`src/rtl/brkpt_pkg.sv`:
```
package brkpt_pkg;
    localparam int BYTE_W        = 8;
    localparam int CTRL_EN_BIT   = 7;
    localparam int CTRL_FLAG_BIT = 6;
    localparam int FCTL_CLR_BIT  = 0;

    typedef logic [BYTE_W-1:0] byte_t;

    // decoded register-port intent, one cycle wide
    typedef struct packed {
        logic addr_wr;    // any address byte written
        logic clear_try;  // control write with flag bit at 0
    } reg_evt_t;

    // state carried by the break sequencer
    typedef struct packed {
        logic flag;
        logic dirty;
        logic supp;
    } brk_state_t;

    function automatic byte_t pack_ctrl(input logic en, input logic flag);
        byte_t v;
        v = '0;
        v[CTRL_EN_BIT]   = en;
        v[CTRL_FLAG_BIT] = flag;
        return v;
    endfunction

    function automatic byte_t pack_fctl(input logic clr_en);
        byte_t v;
        v = '0;
        v[FCTL_CLR_BIT] = clr_en;
        return v;
    endfunction
endpackage

```
`src/rtl/brkpt_regs.sv`:
```
module brkpt_regs
    import brkpt_pkg::*;
#(
    parameter int ADDR_W = 16,
    parameter int SEL_W  = 2
) (
    input  logic              clk,
    input  logic              rst,
    input  logic [SEL_W-1:0]  reg_sel,
    input  logic              reg_wr,
    input  byte_t             reg_wdata,
    input  logic              flag,
    output logic [ADDR_W-1:0] brk_addr,
    output logic              ctl_en,
    output logic              clr_en,
    output byte_t             reg_rdata,
    output reg_evt_t          evt
);
    localparam int NBYTES   = ADDR_W / BYTE_W;
    localparam int CTRL_SEL = NBYTES;
    localparam int FCTL_SEL = NBYTES + 1;

    logic [NBYTES-1:0] byte_hit;
    byte_t             byte_rd [NBYTES];

    // select i holds the byte counted from the most significant end
    for (genvar i = 0; i < NBYTES; i++) begin : g_abyte
        localparam int HI = ADDR_W - 1 - i * BYTE_W;
        assign byte_hit[i] = reg_wr && (int'(reg_sel) == i);
        always_ff @(posedge clk) begin
            if (rst)              brk_addr[HI -: BYTE_W] <= '0;
            else if (byte_hit[i]) brk_addr[HI -: BYTE_W] <= reg_wdata;
        end
        assign byte_rd[i] = brk_addr[HI -: BYTE_W];
    end

    logic ctrl_wr, fctl_wr;
    assign ctrl_wr = reg_wr && (int'(reg_sel) == CTRL_SEL);
    assign fctl_wr = reg_wr && (int'(reg_sel) == FCTL_SEL);

    always_ff @(posedge clk) begin
        if (rst) begin
            ctl_en <= 1'b0;
            clr_en <= 1'b0;
        end else begin
            if (ctrl_wr) ctl_en <= reg_wdata[CTRL_EN_BIT];
            if (fctl_wr) clr_en <= reg_wdata[FCTL_CLR_BIT];
        end
    end

    always_comb begin
        evt.addr_wr   = |byte_hit;
        evt.clear_try = ctrl_wr && !reg_wdata[CTRL_FLAG_BIT];
    end

    always_comb begin
        reg_rdata = '0;
        if (int'(reg_sel) == CTRL_SEL)      reg_rdata = pack_ctrl(ctl_en, flag);
        else if (int'(reg_sel) == FCTL_SEL) reg_rdata = pack_fctl(clr_en);
        else begin
            for (int k = 0; k < NBYTES; k++)
                if (int'(reg_sel) == k) reg_rdata = byte_rd[k];
        end
    end
endmodule

```
`src/rtl/brkpt_compare.sv`:
```
module brkpt_compare
    import brkpt_pkg::*;
#(
    parameter int ADDR_W = 16
) (
    input  logic [ADDR_W-1:0] bus_addr,
    input  logic [ADDR_W-1:0] brk_addr,
    input  logic              fetch_strobe,
    input  logic              ctl_en,
    input  logic              supp,
    output logic              hit
);
    localparam int NBYTES = ADDR_W / BYTE_W;

    logic [NBYTES-1:0] eq;

    // one byte-wide comparator per address byte
    for (genvar i = 0; i < NBYTES; i++) begin : g_cmp
        assign eq[i] = bus_addr[i*BYTE_W +: BYTE_W] == brk_addr[i*BYTE_W +: BYTE_W];
    end

    assign hit = ctl_en && fetch_strobe && !supp && (&eq);
endmodule

```
`src/rtl/brkpt_state.sv`:
```
module brkpt_state
    import brkpt_pkg::*;
(
    input  logic       clk,
    input  logic       rst,
    input  logic       hit,
    input  logic       clr_en,
    input  reg_evt_t   evt,
    output brk_state_t st
);
    brk_state_t nx;
    logic       clr_ok;

    assign clr_ok = evt.clear_try && st.flag && clr_en;

    always_comb begin
        nx = st;
        nx.flag = hit || (st.flag && !clr_ok);
        // address-written tracker: set by a write, dropped when a break begins
        if (evt.addr_wr)           nx.dirty = 1'b1;
        else if (hit && !st.flag)  nx.dirty = 1'b0;
        // suppression: a write re-arms, a clear with no write since the break disarms
        if (evt.addr_wr)           nx.supp = 1'b0;
        else if (clr_ok && !hit)   nx.supp = !st.dirty;
    end

    always_ff @(posedge clk) begin
        if (rst) st <= '0;
        else     st <= nx;
    end
endmodule

```
`src/rtl/brkpt_unit.sv`:
```
module brkpt_unit
    import brkpt_pkg::*;
#(
    parameter int ADDR_W = 16,
    parameter int SEL_W  = 2
) (
    input  logic              clk,
    input  logic              rst,
    input  logic [ADDR_W-1:0] bus_addr,
    input  logic              fetch_strobe,
    input  logic [SEL_W-1:0]  reg_sel,
    input  logic              reg_wr,
    input  logic [7:0]        reg_wdata,
    output logic [7:0]        reg_rdata,
    output logic              break_req,
    output logic              timer_freeze
);
    logic [ADDR_W-1:0] brk_addr;
    logic              ctl_en, clr_en, hit;
    reg_evt_t          evt;
    brk_state_t        st;

    brkpt_regs #(.ADDR_W(ADDR_W), .SEL_W(SEL_W)) u_regs (
        .clk(clk), .rst(rst), .reg_sel(reg_sel), .reg_wr(reg_wr),
        .reg_wdata(reg_wdata), .flag(st.flag), .brk_addr(brk_addr),
        .ctl_en(ctl_en), .clr_en(clr_en), .reg_rdata(reg_rdata), .evt(evt)
    );

    brkpt_compare #(.ADDR_W(ADDR_W)) u_cmp (
        .bus_addr(bus_addr), .brk_addr(brk_addr), .fetch_strobe(fetch_strobe),
        .ctl_en(ctl_en), .supp(st.supp), .hit(hit)
    );

    brkpt_state u_state (
        .clk(clk), .rst(rst), .hit(hit), .clr_en(clr_en), .evt(evt), .st(st)
    );

    assign break_req    = st.flag;
    assign timer_freeze = st.flag;
endmodule

```
`config.mk`:
```
export PLATFORM = sky130hd
export DESIGN_NAME = brkpt_unit
export DESIGN_NICKNAME = d
export VERILOG_FILES = /design/src/rtl/brkpt_pkg.sv /design/src/rtl/brkpt_regs.sv /design/src/rtl/brkpt_compare.sv /design/src/rtl/brkpt_state.sv /design/src/rtl/brkpt_unit.sv
export SDC_FILE = /design/constraint.sdc
export NUM_CORES = 1
export LEC_CHECK = 0
export CAP_MARGIN = 40
export CORE_ASPECT_RATIO = 0.75
export CORE_UTILIZATION = 41
export CTS_BUF_LIST = sky130_fd_sc_hd__clkbuf_8
export CTS_CLUSTER_DIAMETER = 100
export DETAILED_ROUTE_END_ITERATION = 10
export GPL_TIMING_DRIVEN = 0
export PLACE_DENSITY_LB_ADDON = 0.12
export REMOVE_ABC_BUFFERS = 1
export SYNTH_ARGS = -nofsm -noshare
export SYNTH_HDL_FRONTEND = slang
export SYNTH_SLANG_ARGS = --single-unit
```
`constraint.sdc`:
```
create_clock -name clk -period 1.1 [get_ports clk]
set_input_delay 0.11 -clock clk [delete_from_list [all_inputs] [get_ports clk]]
set_output_delay 0.11 -clock clk [all_outputs]
set_load 0.005 [all_outputs]
```
Word level (Yosys, flattened, before mapping)
Cells that the tools add are included.
Widths: inputs -> output; s select.
{"block": "word_totals", "regBits": 21, "elab_cells": 43, "out_inout_bits": 10}
{"block": "classes", "n_eq_ne": 5, "muxes": 6, "n_reduce_logical": 25}
{"operator": "$mux 8", "count": 4}
{"operator": "$eq 8x8->1", "count": 2}
{"operator": "$logic_and 1x1->1", "count": 13}
{"operator": "$logic_not 1->1", "count": 6}
{"operator": "$eq 2x2->1 const B", "count": 2}
{"operator": "$reduce_or 3->1", "count": 1}
{"operator": "$eq 2x1->1 const B", "count": 1}
{"operator": "$logic_not 2->1", "count": 1}
{"operator": "$mux 1", "count": 2}
{"operator": "$reduce_and 2->1", "count": 1}
{"operator": "$reduce_bool 2->1", "count": 1}
{"operator": "$reduce_or 2->1", "count": 1}
{"operator": "$logic_or 1x1->1", "count": 1}

Longest topological paths before layout
Gate-level depths: netlist (run 1).
{"block": "depth", "depth_word": 8, "ltp_mapped": 5, "depth_no_buf": 5}

By module
Synthesis (run 1) repeated with hierarchy kept, for this count alone.
{"block": "hier_totals", "cells_unflattened": 128, "hier_area_um2": 1247.4}
{"mod": "brkpt_regs", "n_inst": 1, "area_each_um2": 940.9, "seq_area_each_um2": 360.3, "cells_per_inst": 92}
{"mod": "brkpt_compare", "n_inst": 1, "area_each_um2": 186.4, "seq_area_each_um2": 0.0, "cells_per_inst": 23}
{"mod": "brkpt_state", "n_inst": 1, "area_each_um2": 112.6, "seq_area_each_um2": 60.1, "cells_per_inst": 12}
{"mod": "brkpt_unit", "n_inst": 1, "area_each_um2": 7.5, "seq_area_each_um2": 0.0, "cells_per_inst": 1}

Worst setup path after synthesis (run 1)
Ideal clock, no wire load.
{"block": "synth_timing", "kind": "reg-to-reg", "from": "register, netlist name u_state.st[2]", "to": "register, netlist name u_state.st[0]", "setup_ns": 0.074, "arrival_ns": 1.137, "slack_ns": -0.111, "stages_incl_launch_ff": 5, "path_cell_list": "dfxtp_1 > nand4b_1 > or4_1 > o21a_1 > o21ai_0"}
{"block": "synth_between", "elab_chain_cells": 3}
{"element": "$logic_and 1x1->1 (2 in a row)", "line": "brkpt_state.sv:14", "text": "assign clr_ok = evt.clear_try && st.flag && clr_en;"}
{"element": "$logic_and 1x1->1", "line": "brkpt_state.sv:24", "text": "else if (clr_ok && !hit) nx.supp = !st.dirty;"}
No other way between the ends.
A chain may end at the register's enable or synchronous reset.

Worst setup path in the final report (run 1)
{"block": "layout_timing", "from": "register u_regs.clr_en", "to": "register, netlist name u_state.st[0]"}
{"block": "layout_between", "elab_chain_cells": 2}
{"element": "from (decl)", "line": "brkpt_regs.sv:15", "text": "output logic clr_en,"}
{"element": "from (signal assigned)", "line": "brkpt_regs.sv:47", "text": "if (fctl_wr) clr_en <= reg_wdata[FCTL_CLR_BIT];"}
{"element": "$logic_and 1x1->1", "line": "brkpt_state.sv:14"}
{"element": "$logic_and 1x1->1", "line": "brkpt_state.sv:24"}
No other way between the ends.

==> results.sh, run 1 <==
export IMPL_cts_tree="built"
export IMPL_cts_sinks=21
export IMPL_startpoint_type="flop"
export IMPL_hold_class="input pin to flop"
export IMPL_finalNetCount=208
export IMPL_rsz0062_at_grt="true"
export IMPL_fin_skew_ps=8.39
export IMPL_grt_max_degree=23
export IMPL_holdPathStages=3
export IMPL_antenna_left=0
export IMPL_fin_ws_ps=-258
export IMPL_placed_cells=201
export IMPL_swShare=0.253
export IMPL_cp_top_family="simple AND/OR/NAND/NOR gates"
export IMPL_clk_insertion_delay_late_ps=260
export IMPL_cp_end_kind="flop"
export IMPL_p_int_uw=1220
export IMPL_num_rows=16
export IMPL_grt_pass1_wl_mm=4.64
export IMPL_wl_mm=3.05
export IMPL_violations="setup timing"
export IMPL_vias_per_cell=5.21
export IMPL_dr_pass1_iters=4
export IMPL_ys_ff_latch=21
export IMPL_crit_path_cell_trace="buf_4 -> nand4b_1 -> or4_4 -> o21a_1 -> o21ai_0"
export IMPL_synth_top_cell_area_share=0.374
export IMPL_coreArea_um2=2600
export IMPL_yosys_warnings=0
export IMPL_dieArea_um2=2960
export IMPL_io_pins=40
export IMPL_antenna_found_initial=0
export IMPL_synth_area_um2=1120
export IMPL_drive_above_1_share=0.299
export IMPL_tightest_slew_ps=466
export IMPL_required_ps=1290
export IMPL_overflow=0
export IMPL_place_ws_ps=-1480
export IMPL_crit_type="flop to flop"
export IMPL_synth_area_leaders="dfxtp_1, mux2i_1, xnor2_1"
export IMPL_area_growth_pct=49.9
export IMPL_place_congestion=0.776
export IMPL_num_vias=1109
export IMPL_clk_path_buf_depth=2
export IMPL_hold_ws_ps=220
export IMPL_yosysSeqAreaShare=0.374
export IMPL_grt_usage=0.216
export IMPL_antenna_cells=0
export IMPL_crit_arrival_ps=1540
export IMPL_drv_cap=0
export IMPL_r2r_start="u_regs.clr_en$_SDFFE_PP0P_"
export IMPL_post_synth_top_area_cell="dfxtp_1"
export IMPL_grt_pass1_vias=975
export IMPL_crit_fanout=3
export IMPL_netlist_instances=133
export IMPL_final_cells=213
export IMPL_power_leakage_uw=0.000652
export IMPL_path_buf_inv=1
export IMPL_routedWlPerCell_um=14.3
export IMPL_synth_cell_types=24
export IMPL_slowest_delay_ps=440
export IMPL_min_period_over_period=1.23
export IMPL_slew_headroom=0.689
export IMPL_r2r_end="u_state.st[0]$_SDFFE_PP0P_"
export IMPL_seq_power_share=0.491
export IMPL_start_util=0.432
export IMPL_power_uw=1640
export IMPL_p_per_area_nw_per_um2=970
export IMPL_die_w_um=62.5
export IMPL_max_freq_mhz=737
export IMPL_port_buffers=39
export IMPL_final_core_util=0.648
export IMPL_hold_path_end="u_regs.brk_addr[1]$_SDFFE_PP0P_"
export IMPL_fp_dieH_um=47.4
export IMPL_rrSetupSlack_ps=-260
export IMPL_dp_hpwl_mm=2.01
export IMPL_drt_iter0_drc=26
export IMPL_cts_made_buffers=3
export IMPL_path_clk_slew_ps=80
export IMPL_status="complete, but fails checks"
export IMPL_ff2ff_path_depth=5
export IMPL_hp_start="reg_wr"
export IMPL_drcViolationCount=0
export IMPL_p_clk_frac=0.306
export IMPL_p_sw_uw=413
export IMPL_peakVddDrop_uv=778
export IMPL_h_tree_depth=1
export IMPL_hold_viol_final=0
export IMPL_finalCriticalPeriod_ps=1360
export IMPL_synth_area_per_cell_um2=8.46
export IMPL_cpMaxStageDelayCell="or4_4"
export IMPL_drv_slew=0
export IMPL_cts_root_buf="clkbuf_8"
export IMPL_setup_violations=4
export IMPL_power_frac_comb=0.203
-- routing by layer --
layer  track usage  part of all wire  vias up
met5             0                 0        -
li1              -                 -      545
met4        0.0744            0.0062        0
met3        0.0607             0.071        2
met2         0.378              0.47       43
met1         0.264              0.45      519
-- final cells by class --
cell class / instances / area, µm²
Tap cell: 36 / 45.0
Fill cell: 237 / 916
Sequential cell: 21 / 450
Multi-Input combinational cell: 104 / 734
Clock inverter: 1 / 3.75
Clock buffer: 3 / 41.3
Timing Repair Buffer: 48 / 412
-- logic make-up (layout without fill, tap and decap cells) --
kind of cell	after synthesis	in the layout	share of synthesized area
and+or+nand+nor	55	55	0.231
DFF	21	21	0.374
muxes	18	18	0.161
xor gates and xnor gates	16	16	0.125
AOI/OAI and AO/OA	15	15	0.0779
buffers and inverters	8	52	0.0311
-- metrics by stage --
step / TNS [ps] / cell area (µm²)
after floorplan: -2080 / 1090
after CTS: -519 / 1680
after detailed placement: -31930 / 1530
after global routing: -901 / 1690
final: -670 / 1690
after global placement: -33520 / 1530
-- worst register-to-register path, stage by stage, from the launching register on --
cell and delay [ps]:
dfxtp_2 330, buf_4 110, nand4b_1 130, or4_4 440
o21a_1 190, o21ai_0 80
-- cell usage in the layout (no fill, tap or decap), types with 2 or more instances in the layout --
master	instances
clkdlybuf4s50_1	25
xnor2_2	3
buf_2	5
clkbuf_8	3
xnor2_1	13
nor2_1	21
nand4b_1	2
nand3_1	11
clkdlybuf4s15_1	2
nor2b_4	3
dfxtp_2	15
mux2i_1	17
nand2_1	11
dfxtp_1	3
a21oi_1	8
nand4_1	3
buf_4	11
dfxtp_4	3
o21ai_1	2
clkbuf_2	3
-- synthesized netlist by cell type (all sizes together) --
cell type / n
nand2: 11
nand3: 11
nand3b: 1
nor3: 1
mux2i: 17
o21ai: 3
or4: 1
xnor2: 16
nand4b: 2
a21oi: 8
and3b: 1
a22oi: 1
a22o: 1
dfxtp: 21
o21a: 1
clkbuf: 4
nor2b: 3
a311oi: 1
buf: 4
nor2: 21
nand4: 3
mux2: 1
-- worst max path at each step --
stage / from / to / slack (ps) / cells after the start
floorplan: reg_wr / u_regs.brk_addr[10]$_SDFFE_PP0P_ / -240 / 4
global placement: reg_sel[0] / reg_rdata[7] / -1480 / 5
detailed placement: reg_sel[0] / reg_rdata[7] / -1480 / 5
CTS: u_regs.clr_en$_SDFFE_PP0P_ / u_state.st[0]$_SDFFE_PP0P_ / -180 / 5
global route: u_regs.clr_en$_SDFFE_PP0P_ / u_state.st[0]$_SDFFE_PP0P_ / -310 / 5
finish: u_regs.clr_en$_SDFFE_PP0P_ / u_state.st[0]$_SDFFE_PP0P_ / -260 / 5
-- flip-flops by register name (all words and copies together) (netlist names) --
name,cells
u_regs.ctl_en,1
u_regs.clr_en,1
u_state.st,3
u_regs.brk_addr,16
-- power groups by stage --
| stage | sequential (µW) | clock, µW | combinational, µW |
|---|---|---|---|
| 2_1_floorplan | 818 | 0 | 119 |
| 3_3_place_gp | 822 | 0 | 297 |
| 3_5_place_dp | 823 | 0 | 303 |
| 4_1_cts | 806 | 507 | 326 |
| 5_1_grt | 807 | 553 | 355 |
| 6_report | 803 | 500 | 332 |
-- timing repair --
action,CTS,global route
endpoints found under the hold margin,0,0
hold buffers,0,0
gates resized for setup,76,14
pin swaps,13,3
cloned,0,0
endpoints found under the setup margin,31,16
buffers inserted,7,1
Note: power is estimated with default switching activity, not from simulation.
==> inputs of run 2 (changes only) <==
==> constraint.sdc (replaced) <==
create_clock -name clk -period 1.1 [get_ports clk]
set_input_delay 0.22 -clock clk [delete_from_list [all_inputs] [get_ports clk]]
set_output_delay 0.22 -clock clk [all_outputs]
set_load 0.005 [all_outputs]
==> run 2 against run 1 <==
  * Largest cell class unchanged
  * Count of clock-buffer cells in the layout unchanged
  * Sequential cell count stayed put
  * Power up 1.9%
  * Sequential power hardly changed
  * The run still ends with setup timing left
  * Clock skew decreased by 3.6 ps
  * First-iteration DRC count down 19%
  * Global-route usage grew 0.77 points
==> results.sh, run 2 (synthesized netlist as in run 1, its figures left out) <==
export IMPL_area_growth_pct=59.8
export IMPL_num_vias=1160
export IMPL_max_freq_mhz=723
export IMPL_slew_headroom=0.674
export IMPL_grt_max_degree=23
export IMPL_dieArea_um2=2960
export IMPL_cts_tree="built"
export IMPL_p_sw_uw=423
export IMPL_p_int_uw=1240
export IMPL_dp_hpwl_mm=2.01
export IMPL_place_area_um2=1530
export IMPL_peakVddDrop_uv=799
export IMPL_coreArea_um2=2600
export IMPL_num_rows=16
export IMPL_seq_power_share=0.482
export IMPL_cts_sinks=21
export IMPL_antenna_cells=0
export IMPL_n_fill_cell=232
export IMPL_cts_root_buf="clkbuf_8"
export IMPL_cp_end_kind="output port"
export IMPL_wl_mm=3.19
export IMPL_fin_skew_ps=4.79
export IMPL_tightest_slew_ps=490
export IMPL_rsz0062_at_grt="true"
export IMPL_p_clk_frac=0.297
export IMPL_cts_made_buffers=3
export IMPL_swShare=0.254
export IMPL_power_frac_comb=0.220
export IMPL_fin_area_um2=1800
export IMPL_vias_per_cell=5.27
export IMPL_grt_usage=0.224
export IMPL_start_util=0.432
export IMPL_finalNetCount=215
export IMPL_drt_iter0_drc=21
export IMPL_clk_path_buf_depth=2
export IMPL_top_register="u_regs.brk_addr"
export IMPL_fin_ws_ps=-283
export IMPL_drcViolationCount=0
export IMPL_crit_type="flop to output port"
export IMPL_crit_arrival_ps=1160
export IMPL_multi_input_area_um2=781
export IMPL_crit_fanout=2
export IMPL_clk_insertion_delay_late_ps=260
export IMPL_startpoint_type="flop"
export IMPL_dr_pass1_iters=4
export IMPL_hold_viol_final=0
export IMPL_antenna_found_initial=0
export IMPL_die_w_um=62.5
export IMPL_routedWlPerCell_um=14.5
export IMPL_h_tree_depth=1
export IMPL_status="complete, but fails checks"
export IMPL_drv_cap=0
export IMPL_largest_reg_flops=16
export IMPL_power_leakage_uw=0.000739
export IMPL_setup_violations=10
export IMPL_drive_above_1_share=0.364
export IMPL_place_congestion=0.776
export IMPL_hold_class="input pin to flop"
export IMPL_antenna_left=0
export IMPL_grt_pass1_vias=1025
export IMPL_final_cell_mix="nor2_1, clkdlybuf4s50_1, mux2i_1"
export IMPL_finalCriticalPeriod_ps=1380
export IMPL_port_buffers=39
export IMPL_place_ws_ps=-1700
export IMPL_top_regs="u_regs.brk_addr: 16 flops, u_state.st: 3 flops"
export IMPL_violations="setup timing"
export IMPL_io_pins=40
export IMPL_p_per_area_nw_per_um2=927
export IMPL_fp_dieH_um=47.4
export IMPL_drv_slew=0
export IMPL_area_sequential_um2=443
export IMPL_grt_pass1_wl_mm=4.84
export IMPL_setup_tns_ps=-1350
export IMPL_path_clk_slew_ps=80
export IMPL_overflow=0
export IMPL_required_ps=880
export IMPL_min_period_over_period=1.26
## run 2: changes by cell type in the layout (fill, tap and decap cells not counted), sizes merged
cell,change
clkdlybuf4s50,-5
clkdlybuf4s15,-2
dlygate4sd2,+5
clkbuf,-4
buf,+12
dlymetal6s2s,+1
## run 2: worst max-delay path, stage by stage (launching register included)
cell and delay [ps]:
dfxtp_2 330, mux2_2 250, a22o_1 200, buf_2 120
## run 2: metrics by stage
step                hold WS, ps  utilization  instances  power, µW
floorplan                   289            -        125        937
global placement            470        0.586        200       1120
detailed placement          481        0.589        201       1130
CTS                         301        0.667        220       1650
global route                264        0.691        220       1740
finish                      257        0.691        220       1670
## run 2: power groups by stage
stage	registers (µW)	logic [µW]	clock network, µW
after global placement	822	297	0
after detailed placement	823	303	0
after global routing	807	390	547
after CTS	803	345	507
after floorplan	818	119	0
final	804	367	496
## run 2: final timing paths
check                                  start  slack [ps]                         endpoint  depth (start not counted)
min reg2reg  u_regs.brk_addr[6]$_SDFFE_PP0P_         490  u_regs.brk_addr[6]$_SDFFE_PP0P_                          2
max          u_regs.brk_addr[0]$_SDFFE_PP0P_        -280                     reg_rdata[0]                          3
max reg2reg       u_regs.clr_en$_SDFFE_PP0P_        -240       u_state.st[0]$_SDFFE_PP0P_                          5
min                                   reg_wr         260  u_regs.brk_addr[1]$_SDFFE_PP0P_                          3
## run 2: what timing repair did
item,CTS,global route
pin swaps,9,8
endpoints found under the setup margin,31,14
endpoints found under the hold margin,0,0
gates resized for setup,91,16
hold buffers,0,0
buffers inserted,15,0
## run 2: metal layers
metal / wire [µm] / global-route usage / part of all wire / vias to the layer above
met2: 1550 / 0.411 / 0.49 / 40
met3: 169 / 0.0558 / 0.053 / 5
met5: 0 / 0 / 0 / -
met1: 1440 / 0.268 / 0.45 / 557
li1: - / - / - / 558
met4: 27 / 0.0698 / 0.0085 / 0
## run 2: final cells by class
cell class / instances / area share
well taps: 36 / 0.0251
flip-flops and latches: 21 / 0.246
repair buffers: 55 / 0.269
clock buffers: 3 / 0.0230
clock inverters: 1 / 0.00209
multi-input cells: 104 / 0.434
==> inputs of run 3 (changes only) <==
SKIP_CTS_REPAIR_TIMING = 1   (was not set)
==> run 3 against run 2 <==
  * The run still ends with setup timing left
  * Critical path depth unchanged
  * Die area unchanged
  * Fmax decreased by 1.5%
  * Sequential cell count unchanged
  * Non-clock buffer count decreased by 6
  * Core utilization decreased by 2.4 points
  * Worst setup slack got worse by 21 ps
  * Critical endpoint unchanged
==> results.sh, run 3 (synthesized netlist as in run 1, its figures left out) <==
export IMPL_vias_per_cell=5.20
export IMPL_clk_path_buf_depth=2
export IMPL_dieArea_um2=2960
export IMPL_grt_pass1_vias=943
export IMPL_startpoint_type="flop"
export IMPL_antenna_left=0
export IMPL_final_core_util=0.667
export IMPL_max_freq_mhz=712
export IMPL_fin_skew_ps=3.84
export IMPL_required_ps=880
export IMPL_cts_tree="built"
export IMPL_h_tree_depth=1
export IMPL_finalNetCount=209
export IMPL_path_clk_slew_ps=80
export IMPL_cts_made_buffers=3
export IMPL_coreArea_um2=2600
export IMPL_num_vias=1112
export IMPL_area_growth_pct=54.3
export IMPL_start_util=0.432
export IMPL_peakVddDrop_uv=784
export IMPL_fin_ws_ps=-304
export IMPL_fp_dieH_um=47.4
export IMPL_cts_sinks=21
export IMPL_status="complete, but fails checks"
export IMPL_mostFrequentLayoutCell="nor2_1"
export IMPL_die_w_um=62.5
export IMPL_p_clk_frac=0.302
export IMPL_place_ws_ps=-1700
export IMPL_overflow=0
export IMPL_n_fill_cell=232
export IMPL_cts_root_buf="clkbuf_8"
export IMPL_drv_cap=0
export IMPL_place_congestion=0.776
export IMPL_final_cell_mix="nor2_1, clkdlybuf4s50_1, mux2i_1"
export IMPL_p_per_area_nw_per_um2=945
export IMPL_grt_max_degree=23
export IMPL_cp_end_kind="output port"
export IMPL_crit_type="flop to output port"
export IMPL_setup_violations=10
export IMPL_ff2ff_path_depth=5
export IMPL_drt_iter0_drc=35
export IMPL_clk_insertion_delay_late_ps=260
export IMPL_antenna_found_initial=0
export IMPL_hold_path_end="u_regs.brk_addr[1]$_SDFFE_PP0P_"
export IMPL_top_regs="u_regs.brk_addr: 16 flops, u_state.st: 3 flops"
export IMPL_top_register="u_regs.brk_addr"
export IMPL_io_pins=40
export IMPL_p_sw_uw=411
export IMPL_finalCriticalPeriod_ps=1400
export IMPL_grt_pass1_wl_mm=4.35
export IMPL_min_period_over_period=1.28
export IMPL_rrSetupSlack_ps=-220
export IMPL_crit_arrival_ps=1180
export IMPL_hold_viol_final=0
export IMPL_tightest_slew_ps=812
export IMPL_port_buffers=39
export IMPL_wl_mm=3.05
export IMPL_holdPathStages=3
export IMPL_violations="setup timing"
export IMPL_r2r_end="u_state.st[0]$_SDFFE_PP0P_"
export IMPL_r2r_start="u_regs.clr_en$_SDFFE_PP0P_"
export IMPL_slew_headroom=0.457
export IMPL_rsz0062_at_grt="true"
export IMPL_largest_reg_flops=16
export IMPL_antenna_cells=0
export IMPL_num_rows=16
export IMPL_dr_pass1_iters=4
export IMPL_routedWlPerCell_um=14.3
export IMPL_crit_fanout=3
export IMPL_drive_above_1_share=0.298
export IMPL_seq_power_share=0.492
export IMPL_drcViolationCount=0
export IMPL_hold_class="input pin to flop"
export IMPL_cpMaxStageDelayCell="dfxtp_2"
export IMPL_power_frac_comb=0.207
export IMPL_slowest_delay_ps=330
export IMPL_p_int_uw=1230
export IMPL_drv_slew=0
export IMPL_crit_path_cell_trace="mux2_2 -> a22o_1 -> buf_2"
export IMPL_swShare=0.251
export IMPL_dp_hpwl_mm=2.01
export IMPL_hp_start="reg_wr"
export IMPL_grt_usage=0.201
export IMPL_power_leakage_uw=0.000776
[run 3: cell count changes in the layout (fill, tap and decap cells not counted), moves of 2 or more]
cell,delta
buf_4,-3
xnor2_1,+4
xnor2_2,-4
dfxtp_1,-2
dlygate4sd2_1,-5
buf_6,-4
clkbuf_2,+3
buf_2,-4
dlymetal6s2s_1,+9
[run 3: how the worst max path moves through the flow]
| stage | startpoint | end | slack [ps] |
|---|---|---|---|
| 3_5_place_dp | reg_sel[0] | reg_rdata[7] | -1700 |
| 3_3_place_gp | reg_sel[0] | reg_rdata[7] | -1700 |
| 6_report | u_regs.clr_en$_SDFFE_PP0P_ | reg_rdata[0] | -300 |
| 2_1_floorplan | reg_wr | u_regs.brk_addr[10]$_SDFFE_PP0P_ | -350 |
| 5_1_grt | u_regs.clr_en$_SDFFE_PP0P_ | reg_rdata[0] | -320 |
| 4_1_cts | reg_sel[0] | reg_rdata[7] | -1720 |
[run 3: final cells by class]
type	instances	area, µm²	share of cell area
Clock buffer	3	41.3	0.0238
Clock inverter	1	3.75	0.00216
Multi-Input combinational cell	104	738	0.425
Sequential cell	21	448	0.258
Tap cell	36	45.0	0.0260
Timing Repair Buffer	49	459	0.265
[run 3: routing by layer]
| metal | track usage | vias up | part of all wire |
|---|---|---|---|
| met1 | 0.249 | 523 | 0.46 |
| met4 | 0.0698 | 0 | 0.0089 |
| met3 | 0.0558 | 5 | 0.053 |
| met5 | 0 | - | 0 |
| met2 | 0.348 | 35 | 0.48 |
| li1 | - | 549 | - |
[run 3: worst max-delay path: cells and delay by family, from the launching register on]
kind,cells,cell delay (ps)
muxes,1,260
DFF,1,330
buffers and inverters,1,120
AOI/OAI and AO/OA,1,210
[run 3: through the flow]
stage / power [µW] / TNS, ps / cells / hold WS, ps / instance area [µm²]
floorplan: 937 / -3520 / 125 / 289 / 1090
global route: 1720 / -1570 / 214 / 264 / 1740
global placement: 1120 / -37690 / 200 / 470 / 1530
finish: 1640 / -974 / 214 / 258 / 1740
CTS: 1620 / -31200 / 205 / 492 / 1580
detailed placement: 1130 / -36080 / 201 / 481 / 1530
[run 3: power groups by stage]
| stage | sequential (µW) | clock, µW | combinational (µW) |
|---|---|---|---|
| floorplan | 818 | 0 | 119 |
| global placement | 822 | 0 | 297 |
| detailed placement | 823 | 0 | 303 |
| CTS | 806 | 508 | 305 |
| global route | 809 | 549 | 363 |
| finish | 806 | 495 | 339 |
